**config.mk**
```make
export PLATFORM = sky130hd
export DESIGN_NAME = mdioMaster
export DESIGN_NICKNAME = d
export VERILOG_FILES = /design/src/rtl/mdio_pkg.sv /design/src/rtl/mdioCtrl.sv /design/src/rtl/mdioDatapath.sv /design/src/rtl/mdioMaster.sv
export SDC_FILE = /design/constraint.sdc
export NUM_CORES = 1
export LEC_CHECK = 0
export ABC_AREA = 0
export BUFFER_PORTS_ARGS = -buffer_cell sky130_fd_sc_hd__buf_2
export CORE_MARGIN = 5
export CORE_UTILIZATION = 57
export CTS_CLUSTER_SIZE = 8
export DETAILED_ROUTE_END_ITERATION = 10
export PLACE_DENSITY = 0.89
export RECOVER_POWER = 50
export SYNTH_ARGS = -nofsm -noshare
export SYNTH_HDL_FRONTEND = slang
export SYNTH_SLANG_ARGS = --single-unit
```
**constraint.sdc**
```tcl
create_clock -name clk -period 2.53 [get_ports clk]
set_input_delay 0.506 -clock clk [delete_from_list [all_inputs] [get_ports clk]]
set_output_delay 0.506 -clock clk [all_outputs]
set_load 0.03 [all_outputs]
```
**src/rtl/mdio_pkg.sv**
```systemverilog
package mdio_pkg;
  localparam int WORD_BITS = 16;
  localparam int ADDR_BITS = 5;

  typedef enum logic [1:0] {
    OP_READ  = 2'd0,
    OP_WRITE = 2'd1,
    OP_PROBE = 2'd2
  } mdioOp_e;

  // strobes from control to datapath
  typedef struct packed {
    logic load;      // latch a new frame
    logic shiftOut;  // advance transmit shifter
    logic shiftIn;   // shift a sampled bit in
    logic commit;    // last read bit: publish the word
  } dpStrobe_t;
endpackage

```
**src/rtl/mdioCtrl.sv**
```systemverilog
module mdioCtrl
  import mdio_pkg::*;
#(
  parameter int HALF_CYCLES = 4,
  parameter int PRE_BITS    = 32,
  parameter int TRAIL_BITS  = 2,
  parameter int RD_CMD_BITS = 14
) (
  input  logic      clk,
  input  logic      rstN,
  input  logic      reqValid,
  input  logic [1:0] reqOp,
  input  logic      mdi,
  output logic      busy,
  output logic      done,
  output logic      noResp,
  output logic      mdc,
  output logic      oe,
  output logic      drivePre,
  output dpStrobe_t stb
);
  localparam int TW = (HALF_CYCLES > 1) ? $clog2(HALF_CYCLES) : 1;
  localparam int MAXB = (PRE_BITS > WORD_BITS) ? PRE_BITS : WORD_BITS;
  localparam int CW = $clog2(MAXB);
  localparam logic [TW-1:0] T_LOAD   = TW'(HALF_CYCLES - 1);
  localparam logic [CW-1:0] C_PRE    = CW'(PRE_BITS - 1);
  localparam logic [CW-1:0] C_RDCMD  = CW'(RD_CMD_BITS - 1);
  localparam logic [CW-1:0] C_WORD   = CW'(WORD_BITS - 1);
  localparam logic [CW-1:0] C_TRAIL  = CW'(TRAIL_BITS - 1);

  typedef enum logic [2:0] {
    S_IDLE, S_PRE, S_CMD, S_TA, S_DATA, S_TRAIL, S_PROBE
  } state_e;

  state_e  state;
  mdioOp_e op;
  logic [TW-1:0] timer;
  logic [CW-1:0] bitCnt;
  logic phaseHigh;
  logic slotEnd;
  logic lastBit;

  assign slotEnd = (state != S_IDLE) && phaseHigh && (timer == '0);
  assign lastBit = (bitCnt == '0);

  always_ff @(posedge clk) begin
    if (!rstN) begin
      state     <= S_IDLE;
      op        <= OP_READ;
      timer     <= '0;
      bitCnt    <= '0;
      phaseHigh <= 1'b0;
      done      <= 1'b0;
      noResp    <= 1'b0;
    end else begin
      done <= 1'b0;
      if (state == S_IDLE) begin
        if (reqValid) begin
          op        <= mdioOp_e'(reqOp);
          state     <= (mdioOp_e'(reqOp) == OP_PROBE) ? S_PROBE : S_PRE;
          bitCnt    <= C_PRE;
          timer     <= T_LOAD;
          phaseHigh <= 1'b0;
        end
      end else if (timer != '0) begin
        timer <= timer - 1'b1;
      end else if (!phaseHigh) begin
        phaseHigh <= 1'b1;
        timer     <= T_LOAD;
      end else begin
        phaseHigh <= 1'b0;
        timer     <= T_LOAD;
        bitCnt    <= bitCnt - 1'b1;
        case (state)
          S_PRE: if (lastBit) begin
            state  <= S_CMD;
            bitCnt <= (op == OP_READ) ? C_RDCMD : C_WORD;
          end
          S_CMD: if (lastBit) begin
            state  <= (op == OP_READ) ? S_TA : S_DATA;
            bitCnt <= C_WORD;
          end
          S_TA: begin
            if (mdi) begin
              state  <= S_IDLE;
              done   <= 1'b1;
              noResp <= 1'b1;
            end else begin
              state  <= S_DATA;
              bitCnt <= C_WORD;
            end
          end
          S_DATA: if (lastBit) begin
            state  <= S_TRAIL;
            bitCnt <= C_TRAIL;
          end
          S_TRAIL: if (lastBit) begin
            state  <= S_IDLE;
            done   <= 1'b1;
            noResp <= 1'b0;
          end
          S_PROBE: if (lastBit) begin
            state  <= S_IDLE;
            done   <= 1'b1;
            noResp <= !mdi;
          end
          default: state <= S_IDLE;
        endcase
      end
    end
  end

  assign busy     = (state != S_IDLE);
  assign mdc      = phaseHigh;
  assign drivePre = (state == S_PRE);
  assign oe       = (state == S_PRE) || (state == S_CMD) ||
                    ((state == S_DATA) && (op == OP_WRITE));

  always_comb begin
    stb          = '0;
    stb.load     = (state == S_IDLE) && reqValid;
    stb.shiftOut = slotEnd && ((state == S_CMD) ||
                   ((state == S_DATA) && (op == OP_WRITE)));
    stb.shiftIn  = slotEnd && (state == S_DATA) && (op == OP_READ);
    stb.commit   = stb.shiftIn && lastBit;
  end

  AST_DONE_PULSE: assert property (@(posedge clk) disable iff (!rstN)
    done |=> !done);
  AST_ACCEPT_BUSY: assert property (@(posedge clk) disable iff (!rstN)
    (reqValid && !busy) |=> busy);
  AST_IDLE_QUIET: assert property (@(posedge clk) disable iff (!rstN)
    !busy |-> (!mdc && !oe));
  AST_NORESP_HOLD: assert property (@(posedge clk) disable iff (!rstN)
    !done |-> $stable(noResp));
endmodule

```
**src/rtl/mdioDatapath.sv**
```systemverilog
module mdioDatapath
  import mdio_pkg::*;
#(
  parameter logic [ADDR_BITS-1:0] PHY_ADDR = 5'h01
) (
  input  logic                 clk,
  input  logic                 rstN,
  input  dpStrobe_t            stb,
  input  logic [1:0]           reqOp,
  input  logic [ADDR_BITS-1:0] reqReg,
  input  logic [WORD_BITS-1:0] reqWrData,
  input  logic                 mdi,
  input  logic                 drivePre,
  input  logic                 oe,
  output logic                 mdo,
  output logic [WORD_BITS-1:0] rdData
);
  localparam int TX_BITS = 2 * WORD_BITS;

  logic [TX_BITS-1:0]   txShift;
  logic [WORD_BITS-1:0] rxShift;

  function automatic logic [WORD_BITS-1:0] buildCmd(
      input mdioOp_e o, input logic [ADDR_BITS-1:0] r);
    logic [1:0] opc;
    logic [1:0] tail;
    opc  = (o == OP_WRITE) ? 2'b01 : 2'b10;
    tail = (o == OP_WRITE) ? 2'b10 : 2'b00;
    return {2'b01, opc, PHY_ADDR, r, tail};
  endfunction

  always_ff @(posedge clk) begin
    if (!rstN) begin
      txShift <= '0;
      rxShift <= '0;
      rdData  <= '0;
    end else begin
      if (stb.load)
        txShift <= {buildCmd(mdioOp_e'(reqOp), reqReg), reqWrData};
      else if (stb.shiftOut)
        txShift <= {txShift[TX_BITS-2:0], 1'b0};
      if (stb.shiftIn)
        rxShift <= {rxShift[WORD_BITS-2:0], mdi};
      if (stb.commit)
        rdData <= {rxShift[WORD_BITS-2:0], mdi};
    end
  end

  assign mdo = oe && (drivePre || txShift[TX_BITS-1]);
endmodule

```
**src/rtl/mdioMaster.sv**
```systemverilog
module mdioMaster
  import mdio_pkg::*;
#(
  parameter int HALF_CYCLES = 4,
  parameter logic [4:0] PHY_ADDR = 5'h01
) (
  input  logic        clk,
  input  logic        rstN,
  input  logic        reqValid,
  input  logic [1:0]  reqOp,
  input  logic [4:0]  reqReg,
  input  logic [15:0] reqWrData,
  output logic        busy,
  output logic        done,
  output logic        noResp,
  output logic [15:0] rdData,
  output logic        mdc,
  output logic        mdo,
  output logic        mdoEn,
  input  logic        mdi
);
  dpStrobe_t stb;
  logic drivePre;

  mdioCtrl #(.HALF_CYCLES(HALF_CYCLES)) uCtrl (
    .clk(clk), .rstN(rstN), .reqValid(reqValid), .reqOp(reqOp), .mdi(mdi),
    .busy(busy), .done(done), .noResp(noResp), .mdc(mdc), .oe(mdoEn),
    .drivePre(drivePre), .stb(stb)
  );

  mdioDatapath #(.PHY_ADDR(PHY_ADDR)) uDp (
    .clk(clk), .rstN(rstN), .stb(stb), .reqOp(reqOp), .reqReg(reqReg),
    .reqWrData(reqWrData), .mdi(mdi), .drivePre(drivePre), .oe(mdoEn),
    .mdo(mdo), .rdData(rdData)
  );

  AST_MDO_STABLE_HIGH: assert property (@(posedge clk) disable iff (!rstN)
    (mdc && $past(mdc)) |-> ($stable(mdo) && $stable(mdoEn)));
endmodule

```
; Word level (Yosys, flattened, before mapping)
; Cells that the tools add are included.
[totals]
output_inout_bits = 22
reg_bits = 78
inputBits = 27
elab_cells = 106
[classes]
n_reduce_logical = 31
n_bitwise = 4
muxes = 40
n_eq_ne = 18
n_addsub = 2
[ops]
columns = operator, count
row1 = $mux W31, 2
row2 = $mux W5, 8
row3 = $mux W3, 11
row4 = $pmux W5 S4, 1
row5 = $pmux W3 S5, 1
row6 = $reduce_and A7 Y1, 2
row7 = $mux W2, 6
row8 = $eq A3 B3 Y1 const B, 3
row9 = $logic_and A1 B1 Y1, 9
row10 = $mux W1, 9
row11 = $ne A3 B1 Y1 const B, 3
row12 = $eq A3 B2 Y1 const B, 2
row13 = $ne A2 B1 Y1 const B, 3
row14 = $reduce_bool A2 Y1, 3
row15 = $reduce_bool A3 Y1, 2
row16 = $logic_not A5 Y1, 1
row17 = $sub A5 B1 Y5 const B, 1
row18 = $eq A2 B1 Y1 const B, 2
row19 = $logic_not A2 Y1, 2
row20 = $logic_or A1 B1 Y1, 4
row21 = $ne A2 B2 Y1 const B, 2
row22 = $not A1 Y1, 4
row23 = $reduce_and A2 Y1, 2
row24 = $reduce_or A2 Y1, 2
row25 = other kinds (10), 10

; Depth between registers and ports, before layout
; Gate-level depths: netlist of the first run.
[logic_depth]
depth_word = 7
depth_mapped = 9
ltp_nobuf = 6

; Cells and area by module
; From an unflattened synthesis of the first run, not the netlist that was laid out.
[unflattened]
hier_cells = 390
hier_area_um2 = 3701.0
[modules_own_cells]
columns = module, area_each_um2, n_inst, seq_area_each_um2, cells_per_inst
row1 = mdioDatapath, 2662.6, 1, 1261.2, 256
row2 = mdioCtrl, 1038.5, 1, 300.3, 134

; Least setup slack after synthesis of the first run
; OpenSTA, ideal clock, no wires.
[synth_timing]
path_kind = register to output
start = register uCtrl.state[0]
end = output mdoEn
stages_incl_launch_ff = 5
arrival_ns = 1.635
path_buffers = 2
required_ns = 2.024
setup_slack_ns = 0.389
path_cell_list = dfxtp_1 clkbuf_1 buf_1 nand2_1 o22ai_1
[synth_via]
elab_chain_len = 3
word_cells_on_any_way = 6
cone_classes = 3 x eq/ne / 3 x reduce/logical
[synth_lines]
columns = item, line_no
row1 = start: declaration, mdioCtrl.sv:35  ; state_e state;
row2 = start signal: assignment, mdioCtrl.sv:60  ; state <= (mdioOp_e'(reqOp) == OP_PROBE) ? S_PROBE : S_PRE;
row3 = start signal: assignment, mdioCtrl.sv:80  ; state <= (op == OP_READ) ? S_TA : S_DATA;
row4 = $eq A3 B1 Y1 (tied with other cells), mdioCtrl.sv:116  ; assign oe = (state == S_PRE) || (state == S_CMD) ||
row5 = $logic_or A1 B1 Y1 / $logic_and A1 B1 Y1 (equally long branches), "mdioCtrl.sv:116, mdioCtrl.sv:117"
row6 = $logic_or A1 B1 Y1 *, mdioCtrl.sv:116
row7 = end: declaration, mdioMaster.sv:19  ; output logic mdoEn,
; Mark *: on every way between the ends. The rest lies on a longest branch, timed or not.

; Worst setup path after layout of the first run
[layout_timing]
start = register uCtrl.state[1]
end = output mdo
[layout_via]
elab_chain_len = 4
word_cells_on_any_way = 8
cone_classes = 3 x eq/ne / 5 x reduce/logical
[layout_lines]
columns = item, line_no
row1 = $eq A3 B1 Y1 (tied with other cells), "mdioCtrl.sv:115, mdioCtrl.sv:116"
row2 = $logic_or A1 B1 Y1 / $logic_and A1 B1 Y1 (equally long branches), "mdioCtrl.sv:116, mdioCtrl.sv:117"
row3 = $logic_or A1 B1 Y1, mdioCtrl.sv:116
row4 = $logic_and A1 B1 Y1 *, mdioDatapath.sv:49  ; assign mdo = oe && (drivePre || txShift[TX_BITS-1]);
row5 = end: declaration, mdioMaster.sv:18  ; output logic mdo,
; Marked as above.

==> results of run 1 <==
[state kept, by name, summed over array words and instances (netlist names)]
| name | cells |
|---|---|
| uDp.rdData | 16 |
| uCtrl.done | 1 |
| uCtrl.timer | 2 |
| uCtrl.op | 2 |
| uCtrl.mdc | 1 |
| uDp.rxShift | 15 |
| uCtrl.noResp | 1 |
| uCtrl.state | 3 |
| uCtrl.bitCnt | 5 |
| uDp.txShift | 32 |
[per-layer routing]
metal | share of wire | track usage | up-vias
li1 | - | - | 1551
met1 | 0.45 | 0.249 | 1405
met2 | 0.49 | 0.336 | 69
met3 | 0.045 | 0.0411 | 13
met4 | 0.018 | 0.0880 | 0
met5 | 0 | 0 | -
[area by class of cell]
| class | count | share of cell area |
|---|---|---|
| Clock buffer | 9 | 0.0309 |
| Inverter | 10 | 0.00935 |
| Clock inverter | 7 | 0.0147 |
| Tap cell | 77 | 0.0240 |
| Timing Repair Buffer | 59 | 0.0733 |
| Multi-Input combinational cell | 291 | 0.459 |
| Sequential cell | 78 | 0.389 |
[critical path, stage by stage (launching register included)]
cell and delay (ns):
dfxtp_1 0.45, nand4bb_1 0.34, and2_1 0.26, o32ai_1 0.22, buf_2 0.25
[placed cells by master, fill, tap and decap left out, types with 5 or more instances in the layout]
cell      count
dfxtp_1      78
nand2_1      69
a21boi_0     37
buf_2        29
nand3_1      23
nor2b_1      20
a22oi_1      20
clkbuf_1     19
a21oi_1      17
mux2i_1      15
o21ai_0      12
inv_1        10
clkbuf_8      9
buf_4         9
nor2_1        8
a21boi_1      6
a31oi_1       5
[final timing paths]
path	from	endpoint	slack, ns
worst max-delay path	uCtrl.state[1]	mdo	0.16
worst min-delay path	reqWrData[0]	uDp.txShift[0]	0.40
worst min register to register	uDp.rdData[7]	uDp.rdData[7]	0.46
worst max register to register	uCtrl.state[0]	uDp.txShift[22]	0.36
[logic make-up (layout without fill, tap and decap cells)]
group	Yosys count	after routing	synth area share
and+or+nand+nor	147	147	0.205
AOI/OAI and AO/OA	126	126	0.251
DFF	78	78	0.433
buffers and inverters	43	85	0.0603
muxes	15	15	0.0416
adders and majority gates	2	2	0.00693
xor gates and xnor gates	1	1	0.00243
[report_power, final]
group	leakage, nW	internal, mW	switching (mW)
sequential	0.635	1.36	0.145
combinational	0.794	0.380	0.565
clock	0.0917	0.369	0.478
[stage by stage]
step                      instance area, um^2  std cells  setup WS, ns   util  hold slack (ns)
after floorplan                          3610        412         0.389      -            0.432
after global placement                   3860        515         0.547  0.619            0.437
after detailed placement                 3860        515         0.508  0.619            0.451
after CTS                                4050        531         0.142  0.648            0.387
after global routing                     4010        531        0.0209  0.643            0.406
final                                    4010        531         0.157  0.643            0.404
==> summary.md, run 1 <==
| Metric | Value |
|---|---|
| Status | finished clean |
| Core area | around 0.0062 mm^2 |
| Reg clk slew, reported paths | ~0.080 ns |
| Sequential area share after synthesis | 0.433 |
| Relative slew slack | 0.425 |
| Routability cong. | approximately 0.90 |
| Unique masters post-synth | 57 |
| Class of the worst hold path | in2reg |
| Max-cap violations | 0 |
| RSZ-0062 raised after global routing | false |
| Hold Path Cell Cnt | 3 |
| CP startpoint kind | flop |
| First-pass GRT wire length | between 10 and 15 mm |
| Lkg Pwr | around 1.5 nW |
| Power after layout | around 3.3 mW |
| WS Path Type | reg2out |
| F_max | roughly 0.42 GHz |
| ANT cells | 0 |
| HPWL Detailed | between 5 and 6 mm |
| Vias | just over 3000 |
| Syn_nets | between 400 and 500 |
| Die Area | ~0.008 mm^2 |
| Path depth of the worst reg2reg path | 4 |
| Ranking of synthesized cells by area | dfxtp_1 43%, a21boi_0 7.3%, nand2_1 7.2% |
| DR iter-0 viols | around 210 |
| Worst-Skew Late Latency | ~0.35 ns |
| Die Wd | ~90 um |
| Async set-or-reset flop fraction in the synthesized netlist | 0 |
| Synth top area share | 0.433 |
| Largest net degree at the start of global routing | 39 |
| IO Count | 49 |
| CTS Buf Count | 9 |
| Hold_buf cts | 0 |
| Via density | around 5.7 |
| Multi-input logic area | 0.00184 mm^2 |
| Antenna Nets Post-Route | 0 |
| PD cells | around 800 mW/mm^2 |
| Die Y | 89.6 um |
| H-tree depth | 3 |
| Starting density of the core | 0.578 |
| EDFF count, synth | 0 |
| GRT overflow | 0 |
| Post-CTS sizing | 0 |
| Top FF cell, synth | dfxtp_1 |
| Final worst path period share | 0.938 |
| Final Slew Violations | 0 |
| Post-synthesis instance total | roughly 400 |
| CTS tree | built |
| Initial antenna violation count | 0 |
| FP Rows | 29 |
| Most common cell in the netlist | dfxtp_1 |
| Vias in the first global route | roughly 2800 |
| Fin. Hold Viols | 0 |
| Post-synthesis cell area | ~0.0036 mm^2 |
| Root Driver | clkbuf_8 |
| FILL cells | 520 |
| Share of cells above drive strength 1 | 0.150 |
| Per-cell routed wire length | around 14 um |
| Initial DRT Pass Iterations | 4 |
| Area Overhead vs Synth | 11.2% |
| Yosys reg bits | 78 |
| Max IR drop VDD | ~0.43 mV |
| Endpoint type of the worst setup path | primary output |
| DRC errors left | 0 |
| Setup TNS | 0 ns |
| Port bufs | 48 |
| CTS Buffer Depth | 2 |
| Yosys top cell by area | dfxtp_1 |
| Tmin final | roughly 2.4 ns |
| Mean area per synthesized cell | slightly below 9 um^2 |
| YS warnings | 0 |
| Worst slew pin tran | approximately 0.86 ns |
| Nets | 478 |
| Post-Route WL | between 7 and 8 mm |
| Reg area | about 0.0016 mm^2 |
| Commonest cells post-synth | 78 x dfxtp_1, 69 x nand2_1, 35 x a21boi_0, 23 x nand3_1 |
| Postcts setup bufs | 0 |
| CTS sink cnt | between 70 and 80 |
| Post-route clock skew | around 0.011 ns |
| Critical Path RT | 2.02 ns |
| GRT Resource Usage Total | 0.201 |
| Maximum fanout along the worst path | 13 |
| Critical Path AT | 1.87 ns |
| Final setup fails | 0 |
Note: power is estimated with default switching activity, not from simulation.
==> inputs of run 2 (changes only) <==
Settings changed: MAX_ROUTING_LAYER from default to met4.
==> run 2 against run 1 <==
  * Clock power grew 20%
  * Sequential share of layout area fell by 0.37 points
  * Hold slack gained 0.0060 ns
  * Critical endpoint unchanged
==> summary.md, run 2 (same netlist as run 1, synthesis figures left out) <==
| Metric | Value |
|---|---|
| Switching power | 1.15 mW (was 1.19 mW) |
| Starting density of the core | 0.578 (unchanged) |
| FP Rows | 29 (unchanged) |
| Post-route cell area | 0.00405 mm^2 (was 0.00401 mm^2) |
| First-pass GRT wire length | 12.5 mm (was 12.7 mm) |
| Antenna Nets Post-Route | 0 (unchanged) |
| Per-cell routed wire length | 14.1 um (was 14.3 um) |
| Max IR drop VDD | 0.545 mV (was 0.435 mV) |
| Switching Fraction | 0.331 (was 0.360) |
| Relative slew slack | 0.426 (was 0.425) |
| HPWL Detailed | 4.99 mm (was 5.09 mm) |
| Vias in the first global route | 2747 (was 2792) |
| CP cell instances | nand4bb_1, and2_1, o32ai_1, buf_2 (unchanged) |
| CTS Buf Count | 9 (unchanged) |
| Final worst path period share | 0.927 (was 0.938) |
| ANT cells | 0 (unchanged) |
| Endpoint type of the worst setup path | primary output (unchanged) |
| Post-CTS sizing | 0 (unchanged) |
| Worst slew pin tran | 0.859 ns (was 0.862 ns) |
| Setup TNS | 0 ns (unchanged) |
| R2r setup slk | 0.31 ns (was 0.36 ns) |
| CTS Buffer Depth | 2 (unchanged) |
| IO Count | 49 (unchanged) |
| GRT Resource Usage Total | 0.202 (was 0.201) |
| Initial DRT Pass Iterations | 4 (unchanged) |
| Most flops, register | uDp.txShift (unchanged) |
| CP delay by family, top | simple AND/OR/NAND/NOR gates (unchanged) |
| DRC errors left | 0 (unchanged) |
| H-tree depth | 3 (unchanged) |
| Placed cell area | 0.00386 mm^2 (unchanged) |
| Final setup fails | 0 (unchanged) |
| Maximum fanout along the worst path | 13 (unchanged) |
| Area Overhead vs Synth | 12.2% (was 11.2%) |
| Die Y | 89.6 um (unchanged) |
| Largest net degree at the start of global routing | 39 (unchanged) |
| Worst-Skew Late Latency | 0.34 ns (was 0.35 ns) |
| CP startpoint kind | flop (unchanged) |
| Top flop regs | uDp.txShift x32, uDp.rdData x16, uDp.rxShift x15 (unchanged) |
| Hold_buf cts | 0 (unchanged) |
| Commonest cells after routing, fill and taps aside | 78 x dfxtp_1, 69 x nand2_1, 35 x a21boi_0 (was 78 x dfxtp_1, 69 x nand2_1, 37 x a21boi_0) |
| Core area | 0.00624 mm^2 (unchanged) |
| Largest register FFs | 32 (unchanged) |
| Seq pwr share | 0.433 (was 0.456) |
| CTS sink cnt | 78 (unchanged) |
| Via density | 5.72 (about the same) |
| Class of the worst hold path | in2reg (unchanged) |
| CP max stage cell | dfxtp_1 (unchanged) |
| F_max | 0.427 GHz (was 0.421 GHz) |
| Critical path's largest stage delay | 0.45 ns (about the same) |
| Initial antenna violation count | 0 (unchanged) |
| CTS tree | built (unchanged) |
| Final Slew Violations | 0 (unchanged) |
| WS Path Type | reg2out (unchanged) |
| PD cells | 857 mW/mm^2 (was 821 mW/mm^2) |
| Critical Path RT | 2.02 ns (about the same) |
| Share of cells above drive strength 1 | 0.148 (was 0.150) |
| Post-route clock skew | 0.00964 ns (was 0.0112 ns) |
| WHS | 0.410 ns (was 0.404 ns) |
| Power after layout | 3.47 mW (was 3.30 mW) |
| Nets | 478 (unchanged) |
| Die Area | 0.00802 mm^2 (unchanged) |
| Comb power frac | 0.273 (was 0.287) |
| Root Driver | clkbuf_8 (unchanged) |
| Status | finished clean (unchanged) |
| Max-cap violations | 0 (unchanged) |
| Int Pwr | 2.32 mW (was 2.11 mW) |
| RSZ-0062 raised after global routing | false (unchanged) |
| Reg clk slew, reported paths | 0.08 ns (about the same) |
| Vias | 3039 (was 3038) |
| Post-Route WL | 7.46 mm (was 7.60 mm) |
| Routability cong. | 0.900 (was 0.899) |
| Tmin final | 2.34 ns (was 2.37 ns) |
| Postcts setup bufs | 0 (unchanged) |
| Die Wd | 89.6 um (unchanged) |
| Most common cell after layout, fill and taps aside | dfxtp_1 (unchanged) |
| Critical Path AT | 1.84 ns (was 1.87 ns) |
| CP Buf/Inv Count | 1 (unchanged) |
| GRT overflow | 0 (unchanged) |
| Port bufs | 48 (unchanged) |
| DR iter-0 viols | 193 (was 208) |
| Clock power frac | 0.295 (was 0.257) |
| Lkg Pwr | 1.54 nW (was 1.52 nW) |
| Fin. Hold Viols | 0 (unchanged) |
==> run 2: cell types whose count changed in the layout (fill, tap and decap cells not counted) <==
cell,before,now
a21boi_0,37,35
a21boi_1,6,8
buf_4,9,8
bufinv_16,0,2
clkbuf_1,19,20
clkbuf_2,2,3
clkbuf_8,9,10
clkinv_4,3,2
clkinvlp_4,1,0
inv_6,1,0
inv_8,1,0
==> run 2: power groups by stage <==
stage,sequential (mW),clock (mW),combinational [mW]
2_1_floorplan,1.48,0,0.780
3_5_place_dp,1.53,0,0.949
3_3_place_gp,1.52,0,0.919
4_1_cts,1.50,1.04,0.953
5_1_grt,1.53,1.10,1.06
6_report,1.50,1.02,0.947
==> run 2: cell type report <==
cell class / instances / area (um^2)
clock inverters: 5 / 82.6
clock buffers: 11 / 141
fillers: 542 / 2190
repair buffers: 59 / 292
inverters: 10 / 37.5
well taps: 77 / 96.3
flip-flops and latches: 78 / 1560
multi-input cells: 291 / 1840
==> run 2: path summary, 6_finish.rpt <==
path                   start              end  cells past startpoint
max           uCtrl.state[1]              mdo                      4
min             reqWrData[0]   uDp.txShift[0]                      3
max reg2reg   uCtrl.state[0]   uCtrl.state[2]                      5
min reg2reg  uDp.txShift[23]  uDp.txShift[24]                      2
==> run 2: stage by stage <==
step                 util  setup WS [ns]  instances
finish              0.649          0.186        531
global route        0.649         0.0536        531
CTS                 0.655          0.178        531
detailed placement  0.619          0.440        515
global placement    0.619          0.545        515
floorplan               -          0.389        412
==> run 2: per-layer routing <==
metal / track usage / wire (um)
met5: - / 0
met4: 0.0934 / 129
met3: 0.0347 / 297
met2: 0.317 / 3700
met1: 0.253 / 3330
==> run 2: worst reg2reg max path: cells and delay by family (launching register included) <==
| kind | cells | cell delay (ns) |
|---|---|---|
| AO/OA/AOI/OAI | 1 | 0.46 |
| flip-flops | 1 | 0.89 |
| AND/OR/NAND/NOR | 2 | 0.18 |
| buffers and inverters | 2 | 0.58 |
